===== config.mk =====
export PLATFORM = sky130hd
export DESIGN_NAME = ac_unit
export DESIGN_NICKNAME = d
export VERILOG_FILES = /design/src/rtl/ac_pkg.sv /design/src/rtl/ac_decode.sv /design/src/rtl/ac_arith.sv /design/src/rtl/ac_shift.sv /design/src/rtl/ac_unit.sv
export SDC_FILE = /design/constraint.sdc
export NUM_CORES = 1
export LEC_CHECK = 0
export BUFFER_PORTS_ARGS = -buffer_cell sky130_fd_sc_hd__clkbuf_2
export CAP_MARGIN = 40
export CORE_MARGIN = 2
export CORE_UTILIZATION = 45
export DETAILED_ROUTE_END_ITERATION = 12
export PLACE_DENSITY_LB_ADDON = 0.2
export SLEW_MARGIN = 25
export SYNTH_ARGS = -nofsm -noshare
export SYNTH_HDL_FRONTEND = slang
export SYNTH_SLANG_ARGS = --single-unit

===== constraint.sdc =====
create_clock -name clk -period 4.4 [get_ports clk]
set_input_delay 1.32 -clock clk [delete_from_list [all_inputs] [get_ports clk]]
set_output_delay 1.32 -clock clk [all_outputs]
set_load 0.02 [all_outputs]

===== src/rtl/ac_pkg.sv =====
package ac_pkg;

  localparam int OPW = 12;

  typedef enum logic [2:0] {
    K_NONE,
    K_AND,
    K_XFER,
    K_ARITH,
    K_SHIFT,
    K_ROTATE,
    K_SWITCH
  } op_kind_e;

  typedef enum logic [1:0] {
    XF_TO_SUB,
    XF_FROM_SUB,
    XF_SWAP,
    XF_K_FROM_J
  } xfer_e;

  typedef struct packed {
    op_kind_e    kind;
    logic        wr_j;
    logic        wr_k;
    logic [2:0]  sel;
    logic        negate;
    logic [3:0]  count;
    xfer_e       xfer;
  } op_t;

endpackage


===== src/rtl/ac_decode.sv =====
module ac_decode
  import ac_pkg::*;
(
  input  logic [OPW-1:0] word,
  output op_t            op
);

  logic [1:0] dest;
  logic [1:0] mode;
  logic [3:0] low;
  logic       in_group;

  assign in_group = (word[11:8] == 4'b0010);
  assign dest     = word[7:6];
  assign mode     = word[5:4];
  assign low      = word[3:0];

  always_comb begin
    op        = '0;
    op.kind   = K_NONE;
    op.xfer   = XF_TO_SUB;
    op.sel    = word[2:0];
    op.negate = word[3];
    op.count  = low;
    if (in_group) begin
      unique case (mode)
        2'b00: begin
          if (dest == 2'b00) begin
            if (low == 4'd8) begin
              op.kind = K_SWITCH;
              op.wr_j = 1'b1;
            end
          end else if (low == 4'd0) begin
            op.kind = K_AND;
            op.wr_j = dest[0];
            op.wr_k = dest[1];
          end else if (low == 4'd1 || low == 4'd2 || low == 4'd3) begin
            op.kind = K_XFER;
            op.wr_j = dest[0];
            op.wr_k = dest[1];
            op.xfer = (low == 4'd1) ? XF_TO_SUB :
                      (low == 4'd2) ? XF_FROM_SUB : XF_SWAP;
          end else if (low == 4'd4 && dest == 2'b10) begin
            op.kind = K_XFER;
            op.wr_k = 1'b1;
            op.xfer = XF_K_FROM_J;
          end
        end
        2'b01: begin
          if (dest != 2'b00 && word[2:0] <= 3'd5 &&
              !(dest == 2'b11 && word[2:0] > 3'd1)) begin
            op.kind = K_ARITH;
            op.wr_j = dest[0];
            op.wr_k = dest[1];
          end
        end
        default: begin
          if (dest != 2'b00) begin
            op.kind = mode[0] ? K_ROTATE : K_SHIFT;
            op.wr_j = dest[0];
            op.wr_k = dest[1];
          end
        end
      endcase
    end
  end

endmodule


===== src/rtl/ac_arith.sv =====
module ac_arith #(
  parameter int W = 12
) (
  input  logic [W-1:0] j,
  input  logic [W-1:0] k,
  input  logic [W-1:0] r,
  input  logic [W-1:0] s,
  input  logic [2:0]   sel,
  input  logic         negate,
  input  logic         use_k,
  output logic [W-1:0] result,
  output logic         ovf,
  output logic         neg_wrap
);

  localparam logic [W-1:0] MOST_NEG = {1'b1, {(W-1){1'b0}}};

  // {overflow, sum} of a +/- b in W-bit two's complement
  function automatic logic [W:0] addsub(input logic [W-1:0] a,
                                        input logic [W-1:0] b,
                                        input logic         sub);
    logic [W-1:0] bb;
    logic [W-1:0] sum;
    logic         ov;
    bb  = sub ? ~b : b;
    sum = a + bb + W'(sub);
    ov  = (a[W-1] == bb[W-1]) && (sum[W-1] != a[W-1]);
    return {ov, sum};
  endfunction

  function automatic logic [W-1:0] twos_neg(input logic [W-1:0] v);
    return ~v + W'(1);
  endfunction

  logic [W-1:0] acc, opa, opb, raw;
  logic         do_sub, raw_ovf;

  assign acc = use_k ? k : j;

  always_comb begin
    opa    = j;
    opb    = k;
    do_sub = 1'b0;
    unique case (sel)
      3'd1:    do_sub = 1'b1;
      3'd2:    begin opa = r; opb = acc; end
      3'd3:    begin opa = r; opb = acc; do_sub = 1'b1; end
      3'd4:    begin opa = s; opb = acc; end
      3'd5:    begin opa = s; opb = acc; do_sub = 1'b1; end
      default: ;
    endcase
  end

  assign {raw_ovf, raw} = addsub(opa, opb, do_sub);
  assign neg_wrap       = negate && (raw == MOST_NEG);
  assign result         = negate ? twos_neg(raw) : raw;
  assign ovf            = raw_ovf | neg_wrap;

endmodule


===== src/rtl/ac_shift.sv =====
module ac_shift #(
  parameter int W = 12
) (
  input  logic [W-1:0] j,
  input  logic [W-1:0] k,
  input  logic [3:0]   count,
  input  logic         rotate,
  input  logic         wr_j,
  input  logic         wr_k,
  output logic [W-1:0] new_j,
  output logic [W-1:0] new_k
);

  localparam int PW   = 2 * W;
  localparam int SAW  = $clog2(W);
  localparam int PSAW = $clog2(PW);

  function automatic logic [W-1:0] word_op(input logic [W-1:0] v,
                                           input logic [3:0]   n,
                                           input logic         rot);
    logic [2*W-1:0] dbl;
    logic [SAW-1:0] amt;
    amt = SAW'(int'(n) % W);
    dbl = {v, v} << amt;
    return rot ? dbl[2*W-1:W] : (v << n);
  endfunction

  function automatic logic [PW-1:0] pair_op(input logic [PW-1:0] v,
                                            input logic [3:0]    n,
                                            input logic          rot);
    logic [2*PW-1:0] dbl;
    logic [PSAW-1:0] amt;
    amt = PSAW'(int'(n) % PW);
    dbl = {v, v} << amt;
    return rot ? dbl[2*PW-1:PW] : (v << n);
  endfunction

  logic [PW-1:0] pair_res;
  logic [W-1:0]  j_res, k_res;

  assign pair_res = pair_op({j, k}, count, rotate);
  assign j_res    = word_op(j, count, rotate);
  assign k_res    = word_op(k, count, rotate);

  always_comb begin
    new_j = j;
    new_k = k;
    if (wr_j && wr_k) begin
      {new_j, new_k} = pair_res;
    end else if (wr_j) begin
      new_j = j_res;
    end else if (wr_k) begin
      new_k = k_res;
    end
  end

endmodule


===== src/rtl/ac_unit.sv =====
module ac_unit
  import ac_pkg::*;
#(
  parameter int W = 12
) (
  input  logic           clk,
  input  logic           rst_n,
  input  logic           op_valid,
  input  logic [OPW-1:0] op_word,
  input  logic [W-1:0]   switch_word,
  output logic [W-1:0]   j_out,
  output logic [W-1:0]   k_out,
  output logic [W-1:0]   r_out,
  output logic [W-1:0]   s_out,
  output logic           ovf_out
);

  op_t          dec;
  logic [W-1:0] j_q, k_q, r_q, s_q;
  logic         ov_q;
  logic [W-1:0] j_d, k_d, r_d, s_d;
  logic         ov_d;
  logic [W-1:0] arith_res, sh_j, sh_k;
  logic         arith_ovf, arith_neg_wrap;

  // named events for the checker
  logic op_is_xfer, op_is_arith, op_writes_k;

  ac_decode u_dec (
    .word (op_word),
    .op   (dec)
  );

  ac_arith #(.W(W)) u_arith (
    .j        (j_q),
    .k        (k_q),
    .r        (r_q),
    .s        (s_q),
    .sel      (dec.sel),
    .negate   (dec.negate),
    .use_k    (dec.wr_k && !dec.wr_j),
    .result   (arith_res),
    .ovf      (arith_ovf),
    .neg_wrap (arith_neg_wrap)
  );

  ac_shift #(.W(W)) u_shift (
    .j      (j_q),
    .k      (k_q),
    .count  (dec.count),
    .rotate (dec.kind == K_ROTATE),
    .wr_j   (dec.wr_j),
    .wr_k   (dec.wr_k),
    .new_j  (sh_j),
    .new_k  (sh_k)
  );

  assign op_is_xfer  = op_valid && (dec.kind == K_XFER);
  assign op_is_arith = op_valid && (dec.kind == K_ARITH);
  assign op_writes_k = dec.wr_k;

  always_comb begin
    j_d  = j_q;
    k_d  = k_q;
    r_d  = r_q;
    s_d  = s_q;
    ov_d = ov_q;
    if (op_valid) begin
      unique case (dec.kind)
        K_AND: begin
          if (dec.wr_j) j_d = j_q & k_q;
          if (dec.wr_k) k_d = j_q & k_q;
        end
        K_XFER: begin
          unique case (dec.xfer)
            XF_TO_SUB: begin
              if (dec.wr_j) r_d = j_q;
              if (dec.wr_k) s_d = k_q;
            end
            XF_FROM_SUB: begin
              if (dec.wr_j) j_d = r_q;
              if (dec.wr_k) k_d = s_q;
            end
            XF_SWAP: begin
              if (dec.wr_j) begin j_d = r_q; r_d = j_q; end
              if (dec.wr_k) begin k_d = s_q; s_d = k_q; end
            end
            default: k_d = j_q;
          endcase
        end
        K_ARITH: begin
          if (dec.wr_j) j_d = arith_res;
          if (dec.wr_k) k_d = arith_res;
          ov_d = arith_ovf;
        end
        K_SHIFT, K_ROTATE: begin
          j_d = sh_j;
          k_d = sh_k;
        end
        K_SWITCH: j_d = switch_word;
        default: ;
      endcase
    end
  end

  always_ff @(posedge clk or negedge rst_n) begin
    if (!rst_n) begin
      j_q  <= '0;
      k_q  <= '0;
      r_q  <= '0;
      s_q  <= '0;
      ov_q <= 1'b0;
    end else begin
      j_q  <= j_d;
      k_q  <= k_d;
      r_q  <= r_d;
      s_q  <= s_d;
      ov_q <= ov_d;
    end
  end

  assign j_out   = j_q;
  assign k_out   = k_q;
  assign r_out   = r_q;
  assign s_out   = s_q;
  assign ovf_out = ov_q;

endmodule


; ---- After elaboration in Yosys (flattened, before gate mapping)
; Cells that the tools add are included.
[totals]
word_cells = 135
output_inout_bits = 49
register_bits = 49
in_bits = 27
[classes]
n_eq_ne = 36
n_mux = 46
order_cmp = 2
div = 2
n_bitwise = 4
shift = 6
reduce_logical = 31
n_addsub = 3
[op_table]
columns = cell, n
row1 = $mux W12, 18
row2 = $shl A24 B4 Y24, 3
row3 = $pmux W12 S5, 1
row4 = $pmux W12 S2, 2
row5 = $pmux W12 S4, 1
row6 = $shl A48 B5 Y48, 1
row7 = $mod A5 B5 Y32 const B, 1
row8 = $mod A5 B6 Y32 const B, 1
row9 = $mux W24, 1
row10 = $not A12 Y12, 2
row11 = $shl A12 B4 Y12, 2
row12 = $mux W2, 10
row13 = $eq A3 B3 Y1 const B, 5
row14 = $mux W5, 3
row15 = $ne A2 B2 Y1 const B, 7
row16 = $add A12 B1 Y12, 1
row17 = $add A12 B1 Y12 const B, 1
row18 = $add A12 B12 Y12, 1
row19 = $and A12 B12 Y12, 1
row20 = $eq A12 B12 Y1 const B, 1
row21 = $eq A3 B2 Y1 const B, 4
row22 = $eq A4 B2 Y1 const B, 3
row23 = $mux W4, 3
row24 = $pmux W5 S2, 1
row25 = other kinds (29), 56

; ---- Logic depth before layout (Yosys ltp)
[logic_depth]
word_depth = 21
depth_mapped = 24
depth_no_buf = 21

; ---- Modules after synthesis
; Synthesis repeated with hierarchy kept, for this count alone.
[hier_totals]
cells_unflattened = 952
area_unflattened_um2 = 8216.6
[modules_own_cells]
columns = mod, instances, seq_area_each_um2, area_per_inst_um2, cells_per_inst
row1 = ac_shift, 1, 0.0, 3188.1, 389
row2 = ac_unit, 1, 1226.2, 3079.2, 302
row3 = ac_arith, 1, 0.0, 1657.8, 218
row4 = ac_decode, 1, 0.0, 291.5, 43

; ---- Least setup slack after synthesis
; OpenSTA, ideal clock, no wires.
[synth_timing]
path_type = input to register
from = in op_word[2]
to = reg j_q[9], in the netlist j_out[9]
setup_time_ns = 0.126
required_ns = 4.274
cell_stages = 23
arrival_ns = 6.842
setup_slack_ns = -2.569
n_path_buf = 3
path_cell_list = clkbuf_1 -> clkinv_1 -> buf_1 -> ha_1 -> nand3b_1 -> a311oi_1 -> o21ai_1 -> o21ai_4 -> buf_1 -> mux2i_1 -> xnor2_1 -> ha_1 -> a21o_1 -> a211oi_1 -> a21bo_2 -> nor3_1 -> a21oi_1 -> o311ai_0 -> nor3_2 -> a41oi_1 -> xnor2_1 -> a21bo_1 -> a311o_1
[synth_between]
elab_chain_cells = 21
elab_cells_between_ends = 87
cone_classes = add/sub (3) / div (2) / order compare (2) / eq/ne (23) / shift (4) / mux (32) / bitwise (2) / reduce/logical (19)
[synth_rtl]
columns = element, line_no
row1 = "start, declared", ac_unit.sv:9  ; input logic [OPW-1:0] op_word,
row2 = branches (longest 21 deep; another with $mod A5 B6 Y32), --
row3 = "end signal, assigned", ac_unit.sv:114  ; j_q <= j_d;
row4 = "end, declared", ac_unit.sv:19  ; logic [W-1:0] j_q, k_q, r_q, s_q;
; Several ways; the timed one is not identified. The select of a mux whose other input is x is not followed.
; A chain may end at the register's enable or synchronous reset.

; ---- Worst setup path in the final report
[layout_timing]
from = in op_word[0]
to = reg k_q[11], in the netlist k_out[11]
[layout_between]
elab_chain_cells = 21
elab_cells_between_ends = 90
cone_classes = add/sub (3) / div (2) / order compare (2) / eq/ne (23) / shift (4) / mux (34) / bitwise (2) / reduce/logical (20)
[layout_rtl]
columns = element, line_no
row1 = branches (longest 21 deep; another with $mod A5 B6 Y32), --
row2 = "end signal, assigned", ac_unit.sv:115  ; k_q <= k_d;
row3 = "end, declared", ac_unit.sv:19
; Several ways; the timed one is not identified. The select of a mux whose other input is x is not followed.

==> results.py <==
metrics = {
    "placement": {
        "dp_hpwl_mm": 22.8,
        "portBuffers": 75,
        "gp_congestion": 1.04,
        "preCtsSetupSlack_ns": -1.21,
    },
    "finish": {
        "diodes": 0,
        "multiInputGateArea_sq_um": 6060,
        "seqCellArea_sq_um": 1230,
        "syn_to_final_growth_pct": 38.1,
        "drive_gt1_share_pct": 35.2,
        "fillers": 1331,
        "nNetsFinal": 1227,
    },
    "global_route": {
        "grt_usage_pct": 36.2,
        "grt_pass1_wl_mm": 46.9,
        "grt_max_degree": 71,
        "antenna_found_initial": 0,
        "grt_pass1_vias": 8386,
        "overflow": 0,
    },
    "power_and_ir_drop": {
        "p_leak_nw": 4.20,
        "power.density_nw_per_um2": 274,
        "power_w": 0.00267,
        "max-vdd-ir-drop_v": 0.000251,
    },
    "clock_tree": {
        "htreeDepth": 2,
        "cts_tree": "done",
        "clk_latency_ns": 0.30,
        "postCtsHoldBufs": 0,
        "clock_sinks": 49,
        "cts.clk_slew.worst_paths_ns": 0.07,
        "cts-root-buf": "clkbuf_16",
        "cts-buffers-inserted": 5,
        "cts.path.max_buffers": 2,
    },
    "sta": {
        "period_needed_ns": 5.27,
        "fmax_mhz": 190,
        "final_max_slew_viol_count": 0,
        "tns_ns": -14.37,
        "setup_viol": 23,
        "max_slew_margin_pct": 48.9,
        "hold_viol": 0,
        "worstMarginPinSlew_ns": 0.766,
        "whs_ns": 0.576,
        "fin_ws_ns": -0.867,
        "final.period_utilization_pct": 120,
        "grt_setup_unrepaired": "yes",
        "final.setup_skew_ns": 0.00482,
    },
    "floorplan": {
        "placementRows": 45,
        "core-area_sq_um": 15300,
        "start_util_pct": 46.3,
        "fp.dieH_um": 129,
        "die_area_sq_um": 16700,
        "ios": 76,
        "die_x_um": 129,
    },
    "route": {
        "dr.pass1.iters": 6,
        "drtAntennaViolNets": 0,
        "wire_per_inst_um": 22.7,
        "drtIter0Drc": 1189,
        "vias_per_cell": 6.58,
        "drc_errors": 0,
        "drt-total-wl_mm": 31.6,
        "num_vias": 9172,
    },
    "synth": {
        "postSynthAreaPerCell_sq_um": 7.15,
        "synth_edf_count": 0,
        "yosysWarnings": 0,
        "ys_seq_elements": 49,
        "ys_seq_area_share_pct": 17.4,
        "syn_area_sq_um": 7060,
        "synth_area_leaders": "dfrtp_1 (17%), mux2i_1 (9.9%), a21oi_1 (7.3%), nand2_1 (6.1%), nor2_1 (5.2%)",
        "postSynthCellCount": 988,
        "synth.top_cell.area_share_pct": 17.4,
        "syn_nets": 1034,
        "yosys.area.top_type": "dfrtp_1",
        "ys.flop_type": "dfrtp_1",
        "ys_types": 82,
        "synth-async-reset-ratio_pct": 100,
    },
    "critical_path": {
        "worst_ep_arrival_time_ns": 5.47,
        "cp.required_ns": 4.60,
        "worstReg2RegEnd": "j_out[8]",
        "cp-startpoint": "op_word[0]",
        "critPathMaxStageDelay_ns": 0.43,
        "reg2regPathDepth": 17,
        "slowest_stage": "fa_2",
        "crit_fanout": 4,
        "cp_cell_sequence": "buf_6, or3_4, a211o_1, a21o_1, o21ai_4, mux2i_1, xnor2_1, inv_1, fa_2, nor2b_4, o21ai_2, a21boi_2, o21a_1, or2_4, nand3_2, o21ai_4, nand4_4, buf_6, o31ai_4, xnor2_2, o311ai_2",
        "start_kind": "input pin",
        "rrSetupSlack_ns": 0.74,
        "path_class": "input pin to flip-flop",
        "r2r-start": "s_out[0]",
        "end_kind": "flip-flop",
    },
    "job": {
        "maxCapViolCount": 0,
    },
    "worst_hold_path": {
        "hold_path.startpoint": "ovf_out",
        "min_to": "ovf_out",
        "hold_class": "flip-flop to flip-flop",
        "whs_path_depth": 2,
    },
    "status": {
        "failed_checks": "negative setup slack",
        "status": "finished with violations",
    },
}
-- final cells by class --
cell class,instances,area share (%)
clock buffer,5,1.28
clock inverter,3,0.295
inverter,14,0.668
multi-input combinational,842,62.2
sequential,49,12.6
tap,211,2.71
timing repair buffer,269,20.3
-- registers in the layout (all words and copies together) (netlist names) --
name and count:
s_out 12, j_out 12, k_out 12, ovf_out 1, r_out 12
-- repair_timing --
item                       4_1_cts  5_1_grt
buffers inserted                15        6
gates cloned                     0        0
pin swaps                       54       32
setup endpoints to repair       23       23
resized for setup               72       56
-- cells by family after synthesis --
logic type,synth area share [%]
adders and majority gates,3.47
buffers and inverters,5.21
DFF,17.4
and+or+nand+nor,22.0
muxes,14.1
xor gates and xnor gates,2.85
AOI/OAI and AO/OA,35.0
-- power breakdown --
part | leakage [nW] | internal, W | total [W] | switching (W)
Combinational | 3.51 | 0.000784 | 0.00173 | 0.000945
Sequential | 0.619 | 0.000468 | 0.000524 | 0.0000566
Clock | 0.0763 | 0.000219 | 0.000418 | 0.000200
Total | 4.20 | 0.00147 | 0.00267 | 0.00120
-- worst max-delay path by stage --
stage,endpoint,slack (ns),cells past startpoint
CTS,j_out[8],-0.73,19
detailed placement,k_out[11],-1.21,22
global route,k_out[11],-1.03,21
global placement,j_out[8],-1.15,21
floorplan,j_out[9],-1.38,23
finish,k_out[11],-0.87,21
-- synth_stat cells (all sizes together), types with 5 or more instances --
cell / count
and2: 7
a221oi: 6
nand3: 27
xnor2: 19
buf: 11
inv: 13
nand2b: 7
a311oi: 5
ha: 18
nand2: 115
o211ai: 28
mux2: 22
o221ai: 12
clkbuf: 72
mux2i: 70
o31ai: 5
o22ai: 16
and3: 5
nand4: 11
nor3: 29
or3: 8
nor2: 97
a21o: 18
o21ai: 72
o21a: 11
a22oi: 15
o311ai: 10
a31oi: 11
or2: 5
nor2b: 8
a211oi: 20
dfrtp: 49
a21oi: 104
-- routing by layer --
metal | wire length, um | up-vias | track usage, %
met5 | 0 | - | 0
met4 | 1690 | 0 | 15.2
met3 | 3520 | 138 | 6.77
met2 | 14000 | 614 | 57.3
met1 | 12400 | 4303 | 48.5
li1 | - | 4117 | -
-- cell usage in the layout, fill, tap and decap left out, types with 22 or more instances in the layout --
cell / instances
a21oi_1: 90
buf_4: 170
buf_6: 23
clkbuf_2: 72
dfrtp_1: 49
mux2_2: 22
mux2i_1: 65
nand2_1: 108
nand3_1: 24
nor2_1: 93
o211ai_1: 28
o21ai_0: 54
-- stage by stage --
| step | cells | cell area [sq um] | util (%) |
|---|---|---|---|
| after floorplan | 988 | 7230 | - |
| after global placement | 1365 | 8860 | 58.0 |
| after detailed placement | 1365 | 8860 | 58.0 |
| after CTS | 1387 | 9450 | 62.0 |
| after global routing | 1393 | 9750 | 63.9 |
| final | 1393 | 9750 | 63.9 |
-- critical path, delay by kind of cell --
family,cells,cell delay (ns)
AOI/OAI and AO/OA,9,1.85
xor gates and xnor gates,2,0.31
adders and majority gates,1,0.43
buffers and inverters,3,0.35
muxes,1,0.26
and+or+nand+nor,5,0.92
Power figures use the tool's default switching activity.
